File: src/rtl/gpio_bank_pkg.sv
package gpio_bank_pkg;
  localparam int WORD_W   = 32;
  localparam int MAX_PINS = 32;
  localparam int LAST_IDX = 10;

  typedef enum logic [3:0] {
    RI_PADS   = 4'd0,
    RI_DRIVE  = 4'd1,
    RI_DIR    = 4'd2,
    RI_MODE   = 4'd3,
    RI_POL    = 4'd4,
    RI_EDGE   = 4'd5,
    RI_BOTH   = 4'd6,
    RI_STAT   = 4'd7,
    RI_ACK    = 4'd8,
    RI_MASK   = 4'd9,
    RI_UNMASK = 4'd10
  } regIdx_t;

  typedef struct packed {
    logic              wrDrive;
    logic              wrDir;
    logic              wrMode;
    logic              wrPol;
    logic              wrEdge;
    logic              wrBoth;
    logic              wrAck;
    logic              wrMask;
    logic              wrUnmask;
    logic [WORD_W-1:0] data;
  } strobes_t;
endpackage

File: src/rtl/gpio_bank_ctrl.sv
module gpio_bank_ctrl
  import gpio_bank_pkg::*;
#(
  parameter int ADDR_W = 6
) (
  input  logic              clk,
  input  logic              rstN,
  input  logic              wrEn,
  input  logic [ADDR_W-1:0] addr,
  input  logic [WORD_W-1:0] wrData,
  output strobes_t          strb,
  output regIdx_t           rdIdx,
  output logic              addrHit
);
  localparam int IW = ADDR_W - 2;

  logic [IW-1:0] wordIdx;

  assign wordIdx = addr[ADDR_W-1:2];
  assign rdIdx   = regIdx_t'(wordIdx[3:0]);
  assign addrHit = (addr[1:0] == 2'b00) && (int'(wordIdx) <= LAST_IDX);

  always_comb begin
    strb      = '0;
    strb.data = wrData;
    if (wrEn && addrHit) begin
      case (rdIdx)
        RI_DRIVE:  strb.wrDrive  = 1'b1;
        RI_DIR:    strb.wrDir    = 1'b1;
        RI_MODE:   strb.wrMode   = 1'b1;
        RI_POL:    strb.wrPol    = 1'b1;
        RI_EDGE:   strb.wrEdge   = 1'b1;
        RI_BOTH:   strb.wrBoth   = 1'b1;
        RI_ACK:    strb.wrAck    = 1'b1;
        RI_MASK:   strb.wrMask   = 1'b1;
        RI_UNMASK: strb.wrUnmask = 1'b1;
        default:   ;
      endcase
    end
  end


  strobe_onehot_chk: assert property (@(posedge clk) disable iff (!rstN)
    $onehot0({strb.wrDrive, strb.wrDir, strb.wrMode, strb.wrPol, strb.wrEdge,
              strb.wrBoth, strb.wrAck, strb.wrMask, strb.wrUnmask}));
endmodule

File: src/rtl/gpio_bank_dp.sv
module gpio_bank_dp
  import gpio_bank_pkg::*;
#(
  parameter int NPINS = 32
) (
  input  logic              clk,
  input  logic              rstN,
  input  strobes_t          strb,
  input  regIdx_t           rdIdx,
  input  logic              addrHit,
  input  logic [WORD_W-1:0] padIn,
  output logic [WORD_W-1:0] padOut,
  output logic [WORD_W-1:0] padOe,
  output logic [WORD_W-1:0] rdData,
  output logic              irqOut
);
  localparam logic [WORD_W:0]   ONE_AT = (WORD_W + 1)'(1) << NPINS;
  localparam logic [WORD_W-1:0] VALID  = WORD_W'(ONE_AT - 1'b1);

  logic [WORD_W-1:0] driveQ, dirQ, modeQ, polQ, edgeQ, bothQ, enQ, statQ;
  logic [WORD_W-1:0] sync1Q, sync2Q, prevQ, statNext, wMasked;
  logic              cfgTouch;

  assign wMasked  = strb.data & VALID;
  assign cfgTouch = strb.wrAck | strb.wrMode | strb.wrEdge;

  always_ff @(posedge clk or negedge rstN) begin
    if (!rstN) begin
      driveQ <= '0; dirQ <= '0; modeQ <= '0; polQ <= '0;
      edgeQ  <= '0; bothQ <= '0; enQ <= '0;
    end else begin
      if (strb.wrDrive) driveQ <= wMasked;
      if (strb.wrDir)   dirQ   <= wMasked;
      if (strb.wrMode)  modeQ  <= wMasked;
      if (strb.wrPol)   polQ   <= wMasked;
      if (strb.wrEdge)  edgeQ  <= wMasked;
      if (strb.wrBoth)  bothQ  <= wMasked;
      if (strb.wrMask)        enQ <= enQ & wMasked;
      else if (strb.wrUnmask) enQ <= enQ | wMasked;
    end
  end

  always_ff @(posedge clk or negedge rstN) begin
    if (!rstN) begin
      sync1Q <= '0; sync2Q <= '0; prevQ <= '0; statQ <= '0;
    end else begin
      sync1Q <= padIn & VALID;
      sync2Q <= sync1Q;
      prevQ  <= sync2Q;
      statQ  <= statNext;
    end
  end

  for (genvar i = 0; i < WORD_W; i++) begin : g_pin
    if (i < NPINS) begin : g_live
      logic adjNow, adjPrev, evt, ackBit;
      assign adjNow  = sync2Q[i] ^ polQ[i];
      assign adjPrev = prevQ[i] ^ polQ[i];
      assign ackBit  = strb.wrAck & strb.data[i];
      assign evt     = bothQ[i] ? (sync2Q[i] != prevQ[i]) : (adjNow & ~adjPrev);
      assign statNext[i] = !modeQ[i] ? (statQ[i] & ~ackBit)
                         : !edgeQ[i] ? adjNow
                         : (evt | (statQ[i] & ~ackBit));


      edge_hold_chk: assert property (@(posedge clk) disable iff (!rstN)
        (statQ[i] && modeQ[i] && edgeQ[i] && !cfgTouch) |=> statQ[i]);
    end else begin : g_idle
      assign statNext[i] = 1'b0;
    end
  end

  assign padOut = driveQ;
  assign padOe  = dirQ & ~modeQ;
  assign irqOut = |(statQ & enQ);

  always_comb begin
    rdData = '0;
    if (addrHit) begin
      case (rdIdx)
        RI_PADS:  rdData = (dirQ & driveQ) | (~dirQ & sync2Q);
        RI_DRIVE: rdData = driveQ;
        RI_DIR:   rdData = dirQ;
        RI_MODE:  rdData = modeQ;
        RI_POL:   rdData = polQ;
        RI_EDGE:  rdData = edgeQ;
        RI_BOTH:  rdData = bothQ;
        RI_STAT:  rdData = statQ;
        RI_MASK:  rdData = enQ;
        default:  rdData = '0;
      endcase
    end
  end


  unmask_sets_chk: assert property (@(posedge clk) disable iff (!rstN)
    strb.wrUnmask |=> ((enQ & $past(wMasked)) == $past(wMasked)));

  mask_clears_chk: assert property (@(posedge clk) disable iff (!rstN)
    strb.wrMask |=> ((enQ & ~$past(strb.data)) == '0));

  drive_update_chk: assert property (@(posedge clk) disable iff (!rstN)
    strb.wrDrive |=> (padOut == $past(wMasked)));
endmodule

File: src/rtl/gpio_irq_bank.sv
module gpio_irq_bank
  import gpio_bank_pkg::*;
#(
  parameter int PIN_COUNT = 32,
  parameter int ADDR_W    = 6
) (
  input  logic              clk,
  input  logic              rstN,
  input  logic              wrEn,
  input  logic [ADDR_W-1:0] addr,
  input  logic [31:0]       wrData,
  output logic [31:0]       rdData,
  input  logic [31:0]       padIn,
  output logic [31:0]       padOut,
  output logic [31:0]       padOe,
  output logic              irqOut
);
  // out-of-range counts fall back to the full bank
  localparam int NPINS = (PIN_COUNT <= 0 || PIN_COUNT > MAX_PINS) ? MAX_PINS : PIN_COUNT;

  strobes_t strb;
  regIdx_t  rdIdx;
  logic     addrHit;

  gpio_bank_ctrl #(.ADDR_W(ADDR_W)) u_ctrl (
    .clk(clk), .rstN(rstN), .wrEn(wrEn), .addr(addr), .wrData(wrData),
    .strb(strb), .rdIdx(rdIdx), .addrHit(addrHit)
  );

  gpio_bank_dp #(.NPINS(NPINS)) u_dp (
    .clk(clk), .rstN(rstN), .strb(strb), .rdIdx(rdIdx), .addrHit(addrHit),
    .padIn(padIn), .padOut(padOut), .padOe(padOe), .rdData(rdData), .irqOut(irqOut)
  );
endmodule

File: config.mk
export PLATFORM = sky130hd
export DESIGN_NAME = gpio_irq_bank
export DESIGN_NICKNAME = d
export VERILOG_FILES = /design/src/rtl/gpio_bank_pkg.sv /design/src/rtl/gpio_bank_ctrl.sv /design/src/rtl/gpio_bank_dp.sv /design/src/rtl/gpio_irq_bank.sv
export SDC_FILE = /design/constraint.sdc
export NUM_CORES = 1
export LEC_CHECK = 0
export ABC_CLOCK_PERIOD_IN_PS = 1750
export BUFFER_PORTS_ARGS = -buffer_cell sky130_fd_sc_hd__buf_2
export CAP_MARGIN = 25
export CORE_UTILIZATION = 35
export CTS_CLUSTER_DIAMETER = 40
export DETAILED_ROUTE_END_ITERATION = 8
export PLACE_DENSITY = 0.6
export SKIP_CTS_REPAIR_TIMING = 1
export SLEW_MARGIN = 20
export SYNTH_ARGS = -nofsm -noshare
export SYNTH_HDL_FRONTEND = slang
export SYNTH_HIERARCHICAL = 1
export SYNTH_SLANG_ARGS = --single-unit
File: constraint.sdc
create_clock -name clk -period 1.75 [get_ports clk]
set_input_delay 0.0875 -clock clk [delete_from_list [all_inputs] [get_ports clk]]
set_output_delay 0.0875 -clock clk [all_outputs]
set_load 0.05 [all_outputs]
==> metrics.md, run 1 <==
| Metric | Value |
|---|---|
| Placed cells | 2283 |
| CP endpoint kind | output pin |
| Max Used Layer | met5 |
| Final period utilization | 132% |
| Fin cells | 2470 |
| # DRC | 22 |
| Synth cell types | 45 |
| Cell Area, Synth | 0.0166 mm² |
| Gr usage total | 23.9% |
| Top FF cell, synth | dfrtp_1 |
| Tmin final | 2.31 ns |
| Met2 wire length | 26700 µm |
| Router iterations before antenna repair | 7 |
| Seq/Total Area, Yosys | 53.1% |
| Starting density of the core | 35.6% |
| Lkg Pwr | 10.1 nW |
| First-pass GRT wire length | 86400 µm |
| TNS Setup | -7.15 ns |
| N_diodes | 0 |
| CTS tree | built |
| Total die area | 0.0483 mm² |
| Dominant cell by count in the synthesized netlist | dfrtp_1 |
| Sink Count | 352 |
| Layout Nets | 1891 |
| DRT met1 WL | 25200 µm |
| Vias in the first global route | 14211 |
| P per Cell Area | 1210 mW/mm² |
| Hold WC Path Type | input port to asynchronous set/reset pin |
| Seq cells post-synth | 352 |
| Global route total overflow | 0 |
| Layout area overhead | 40.5% |
| Final slew viol count | 0 |
| # port buffers | 169 |
| Antenna violations before repair | 1 |
| Worst path slowest cell | or4_4 |
| Main area contributors after synthesis | dfrtp_1 (53%), mux2_2 (8.8%), a22oi_1 (2.9%), nor2b_1 (2.6%), o21ai_0 (2.4%) |
| Post-synth top cells | dfrtp_1 (352), mux2_2 (130), inv_1 (98), o21ai_0 (81), nor2b_1 (70) |
| DR WL/cell | 23.5 µm |
| Critical path arrival | 2.22 ns |
| H-tree depth | 2 |
| Layout cell share with drive strength beyond 1 | 37.4% |
| # rows | 79 |
| Final setup margin | -0.557 ns |
| Clock skew | 0.0146 ns |
| RSZ-0062 raised after global routing | yes |
| Worst Path Required | 1.66 ns |
| Final setup fails | 33 |
| WP buf/inv | 1 |
| Total wire length | 58100 µm |
| Final Util | 50.0% |
| Synth area leader | dfrtp_1 |
| Die span in y | 220 µm |
| Async SR Flop Fraction | 100% |
| DRT iter0 DRCs | 1053 |
| Crit path launch type | flip-flop |
| Slowest cell delay on critical path | 0.61 ns |
| CTS Root Cell | clkbuf_16 |
| CP Max Fanout | 3 |
| DP HPWL | 38500 µm |
| Failing checks | DRC, setup timing |
| Later-pin clock latency in the skew report | 0.60 ns |
| Mapped Avg Cell Area | 11.1 µm² |
| Worst-path clk slew | 0.05 ns |
| Fin. Hold Viols | 0 |
| Crit path cell chain | a22oi_2 -> nand4_1 -> or4_4 -> buf_6 |
| Post-synth EDFFs | 0 |
| Pin count of the biggest net entering global routing | 61 |
| Via count | 13990 |
| Floorplan core area | 0.0467 mm² |
| Peak VDD IR | 0.725 mV |
| WL met3 | 4040 µm |
| Yosys warns | 6 |
| Top Family by Delay on Critical Path | simple AND/OR/NAND/NOR gates |
| I/O pin count | 170 |
| Outcome | complete, but fails checks |
| Max-Cap Viols | 0 |
| Die width | 220 µm |
| Maximum operating frequency | 0.433 GHz |
| Cells after Synth | 1495 |
| Mapped Nets | 1568 |
| Top-area cell type share of the netlist area | 53.1% |
| Critical path class | flip-flop to output pin |
| Vias per Instance | 5.66 |
| Worst slew margin | 67.2% |
| Deepest clock path buffer count | 3 |
| Worst slew pin tran | 0.488 ns |
| Antenna-violating nets left | 0 |
| Total CTS buffers | 60 |
| Placer Congestion | 0.878 |
[metrics by stage]
| step | hold slack, ns | total power, W | instance area [µm²] | setup WS (ns) |
|---|---|---|---|---|
| floorplan | -0.208 | 0.0136 | 17200 | -0.137 |
| global placement | 0.0574 | 0.0153 | 19900 | -0.336 |
| detailed placement | 0.0549 | 0.0155 | 19900 | -0.401 |
| CTS | -0.581 | 0.0278 | 22000 | -0.772 |
| global route | 0.0726 | 0.0292 | 23300 | -0.590 |
| finish | 0.0349 | 0.0281 | 23300 | -0.557 |
[path summary, 6_finish.rpt]
kind                       slack, ns                       from  depth (start not counted)                        end
max                            -0.56   u_dp/statQ[28]$_DFF_PN0_                          4                     irqOut
min                             0.03                       rstN                          2   u_dp/dirQ[0]$_DFFE_PN0P_
max reg2reg                     0.07    u_dp/statQ[3]$_DFF_PN0_                          5    u_dp/statQ[3]$_DFF_PN0_
min reg2reg                     0.34  u_dp/sync1Q[22]$_DFF_PN0_                          0  u_dp/sync2Q[22]$_DFF_PN0_
max in group asynchronous       1.01                       rstN                          3  u_dp/sync2Q[27]$_DFF_PN0_
min in group clk                0.12                   padIn[7]                          2   u_dp/sync1Q[7]$_DFF_PN0_
[logic make-up (layout without fill, tap and decap cells)]
| group | after synthesis | in the layout | synth area share (%) |
|---|---|---|---|
| AO/OA/AOI/OAI | 529 | 529 | 23.3 |
| flip-flops | 352 | 352 | 53.1 |
| AND/OR/NAND/NOR | 252 | 252 | 7.84 |
| buffers and inverters | 217 | 585 | 6.02 |
| multiplexers | 145 | 145 | 9.73 |
[metal layers]
layer,global-route usage [%],vias to the layer above
met2,37.4,526
met1,32.8,7147
li1,-,6190
met4,9.54,2
met3,4.03,125
met5,0,-
[flip-flops by register name (all words and copies together) (netlist names)]
signal	count
u_dp/sync1Q	32
u_dp/dirQ	32
u_dp/enQ	32
u_dp/statQ	32
u_dp/bothQ	32
u_dp/polQ	32
u_dp/modeQ	32
u_dp/edgeQ	32
u_dp/sync2Q	32
u_dp/padOut	32
u_dp/prevQ	32
[layout make-up]
class	instances	area, µm²
multi-input cells	926	7810
fillers	4170	23300
clock inverters	37	477
well taps	607	759
inverters	98	368
flip-flops and latches	352	8810
clock buffers	70	1620
repair buffers	380	3470
[layout by cell type (no fill, tap or decap), drive strengths merged, types with 51 or more instances in the layout]
cell / n
dlygate4sd3: 65
inv: 105
nor2b: 70
clkbuf: 77
a21oi: 63
o21ai: 81
mux2: 130
nor2: 51
dfrtp: 352
buf: 308
nand2: 67
a22oi: 63
[report_power, final]
group	leakage, nW	internal, W	switching [W]
Sequential	4.31	0.00931	0.00130
Combinational	4.81	0.00235	0.00294
Clock	1.02	0.00794	0.00425
Power figures use the tool's default switching activity.
==> run 2: changes to the inputs <==
--- a/config.mk
+++ b/config.mk
@@ -16,5 +16,4 @@
 export SLEW_MARGIN = 20
 export SYNTH_ARGS = -nofsm -noshare
 export SYNTH_HDL_FRONTEND = slang
-export SYNTH_HIERARCHICAL = 1
 export SYNTH_SLANG_ARGS = --single-unit
==> metrics.md, run 2 <==
| Metric | Value |
|---|---|
| Outcome | complete, but fails checks |
| Failing checks | setup timing |
| H-tree depth | 2 |
| Tmin final | 2.27 ns |
| Filler Cell Count | 3920 |
| # DRC | 0 |
| Antenna violations before repair | 1 |
| Vias in the first global route | 13490 |
| WP buf/inv | 1 |
| Yosys warns | 0 |
| Synth area leader | dfrtp_1 |
| Clock skew | 0.0112 ns |
| Floorplan core area | 0.0458 mm² |
| Die width | 218 µm |
| Synth cell types | 60 |
| Combinational Power Share | 15.1% |
| Top FF cell, synth | dfrtp_1 |
| Async SR Flop Fraction | 100% |
| Total Power | 0.0259 W |
| Slowest cell delay on critical path | 0.62 ns |
| Mapped Avg Cell Area | 11.7 µm² |
| Sink Count | 352 |
| P per Cell Area | 1110 mW/mm² |
| Seq cells post-synth | 352 |
| RSZ-0062 raised after global routing | yes |
| Post-DP Area | 0.0199 mm² |
| Dominant cell by count in the synthesized netlist | dfrtp_1 |
| Seq/Total Area, Yosys | 53.8% |
| Crit path launch type | flip-flop |
| Lkg Pwr | 11.2 nW |
| Peak VDD IR | 0.690 mV |
| RR Endpoint | u_dp.statQ[16]$_DFF_PN0_ |
| Worst-path clk slew | 0.05 ns |
| Die span in y | 218 µm |
| R2r setup slk | 0.55 ns |
| Hold WC Path Type | input port to asynchronous set/reset pin |
| Top-area cell type share of the netlist area | 53.8% |
| Crit path cell chain | a22oi_1 -> nand4_1 -> or4_4 -> buf_8 |
| Gr usage total | 23.2% |
| CTS Root Cell | clkbuf_16 |
| Total CTS buffers | 58 |
| Vias per Instance | 5.40 |
| Critical path class | flip-flop to output pin |
| R2r startpoint | u_dp.sync2Q[16]$_DFF_PN0_ |
| Reg2reg path depth | 4 |
| Critical path arrival | 2.18 ns |
| Top Family by Delay on Critical Path | simple AND/OR/NAND/NOR gates |
| Main area contributors after synthesis | dfrtp_1 (54%), mux2_1 (6.3%), mux2i_1 (5.8%), mux2_2 (4.9%), xnor2_1 (3.4%) |
| Min Hold Slack | 0.00531 ns |
| CP endpoint kind | output pin |
| Layout Nets | 1916 |
| Placed cells | 2296 |
| Global route total overflow | 0 |
| CP Max Fanout | 3 |
| Final setup margin | -0.516 ns |
| Worst Path Required | 1.66 ns |
| Commonest non-fill, non-tap cell in the layout | dfrtp_1 |
| Max-Cap Viols | 0 |
| Worst slew pin tran | 0.503 ns |
| Cells after Synth | 1395 |
| Mapped Nets | 1468 |
| Via count | 13453 |
| Total wire length | 55500 µm |
| Sw Ratio | 28.0% |
| Final slew viol count | 0 |
| Maximum operating frequency | 0.441 GHz |
| Most frequent cells in the layout | dfrtp_1 (334), buf_4 (184), buf_2 (134) |
| Starting density of the core | 35.8% |
| Sw power | 0.00723 W |
| Fin. Hold Viols | 0 |
| Layout cell share with drive strength beyond 1 | 35.9% |
| DRT iter0 DRCs | 1011 |
| Sequential fraction of design power | 37.9% |
| First-pass GRT wire length | 83000 µm |
| # rows | 78 |
| # port buffers | 169 |
| Later-pin clock latency in the skew report | 0.60 ns |
| Final setup fails | 33 |
| Int Pwr | 0.0186 W |
| DP HPWL | 39100 µm |
| Post-synth top cells | dfrtp_1 (352), nor2_1 (98), inv_1 (97), mux2i_1 (95), mux2_1 (91) |
| Post-synth EDFFs | 0 |
| Antenna-violating nets left | 0 |
| Pin count of the biggest net entering global routing | 61 |
| DR WL/cell | 22.3 µm |
| Router iterations before antenna repair | 6 |
| I/O pin count | 170 |
| Total die area | 0.0477 mm² |
| Worst slew margin | 66.3% |
| Layout area overhead | 42.6% |
| Fin cells | 2491 |
| CTS tree | built |
| Cell Area, Synth | 0.0164 mm² |
| Clock share of power | 47.0% |
| Final period utilization | 129% |
| Cell area after layout | 0.0234 mm² |
| Placer Congestion | 0.922 |
| Worst path slowest cell | or4_4 |
| Deepest clock path buffer count | 3 |
## run 2: cell count changes after synthesis, moves of 32 or more
cell / before / now
clkbuf_1: 54 / 12
a32oi_1: 0 / 35
mux2_2: 130 / 72
nand2_1: 67 / 10
nor2_1: 50 / 98
mux2i_1: 15 / 95
nand2b_1: 37 / 4
xnor2_1: 0 / 63
o22ai_1: 49 / 2
a21boi_0: 32 / 0
mux2_1: 0 / 91
## run 2: how the worst max path moves through the flow
stage / from / endpoint / slack, ns / cells after the start
after CTS: u_dp.statQ[14]$_DFF_PN0_ / irqOut / -0.69 / 5
after floorplan: addr[4] / rdData[1] / -0.27 / 6
final: u_dp.statQ[31]$_DFF_PN0_ / irqOut / -0.52 / 4
after global placement: addr[2] / rdData[1] / -0.28 / 9
after global routing: u_dp.statQ[24]$_DFF_PN0_ / irqOut / -0.57 / 5
after detailed placement: addr[2] / rdData[1] / -0.27 / 9
## run 2: cell type report
cell class              count  area, µm²  area share, %
diodes                      2       5.00         0.0214
well taps                 600        751           3.21
clock buffers              71       1580           6.77
clock inverters            35        504           2.16
multi-input cells         875       7370           31.5
repair buffers            458       3960           16.9
inverters                  98        368           1.57
flip-flops and latches    352       8830           37.8
## run 2: stage by stage
step	util, %	setup TNS, ns	setup slack, ns
2_1_floorplan	-	-2.03	-0.266
3_3_place_gp	43.4	-11.02	-0.284
3_5_place_dp	43.4	-15.61	-0.274
4_1_cts	48.0	-12.20	-0.692
5_1_grt	51.1	-10.86	-0.574
6_report	51.1	-8.47	-0.516
## run 2: power by group through the flow
stage	Combinational (W)	Clock (W)	Sequential (W)
6_report	0.00391	0.0122	0.00980
5_1_grt	0.00419	0.0128	0.00988
4_1_cts	0.00351	0.0123	0.00972
3_5_place_dp	0.00349	0	0.00984
3_3_place_gp	0.00342	0	0.00983
2_1_floorplan	0.00189	0	0.00983
## run 2: cell families (layout without fill, tap and decap cells)
logic type      Yosys count  after routing  share of synthesized area [%]
other cells               0              2                              0
compound gates          340            340                           14.1
xor+xnor                 63             63                           3.37
mux                     258            258                           17.0
simple gates            214            214                           7.00
flops                   352            352                           53.8
buf+inv                 168            662                           4.80
## run 2: layer usage
metal | share of wire [%] | vias up | routed length, µm | GRT usage, %
li1 | - | 5967 | - | -
met5 | 0 | - | 0 | 0
met4 | 3.6 | 0 | 2030 | 8.88
met1 | 44 | 6830 | 24700 | 31.7
met3 | 6.9 | 132 | 3830 | 5.96
met2 | 45 | 524 | 25000 | 35.1
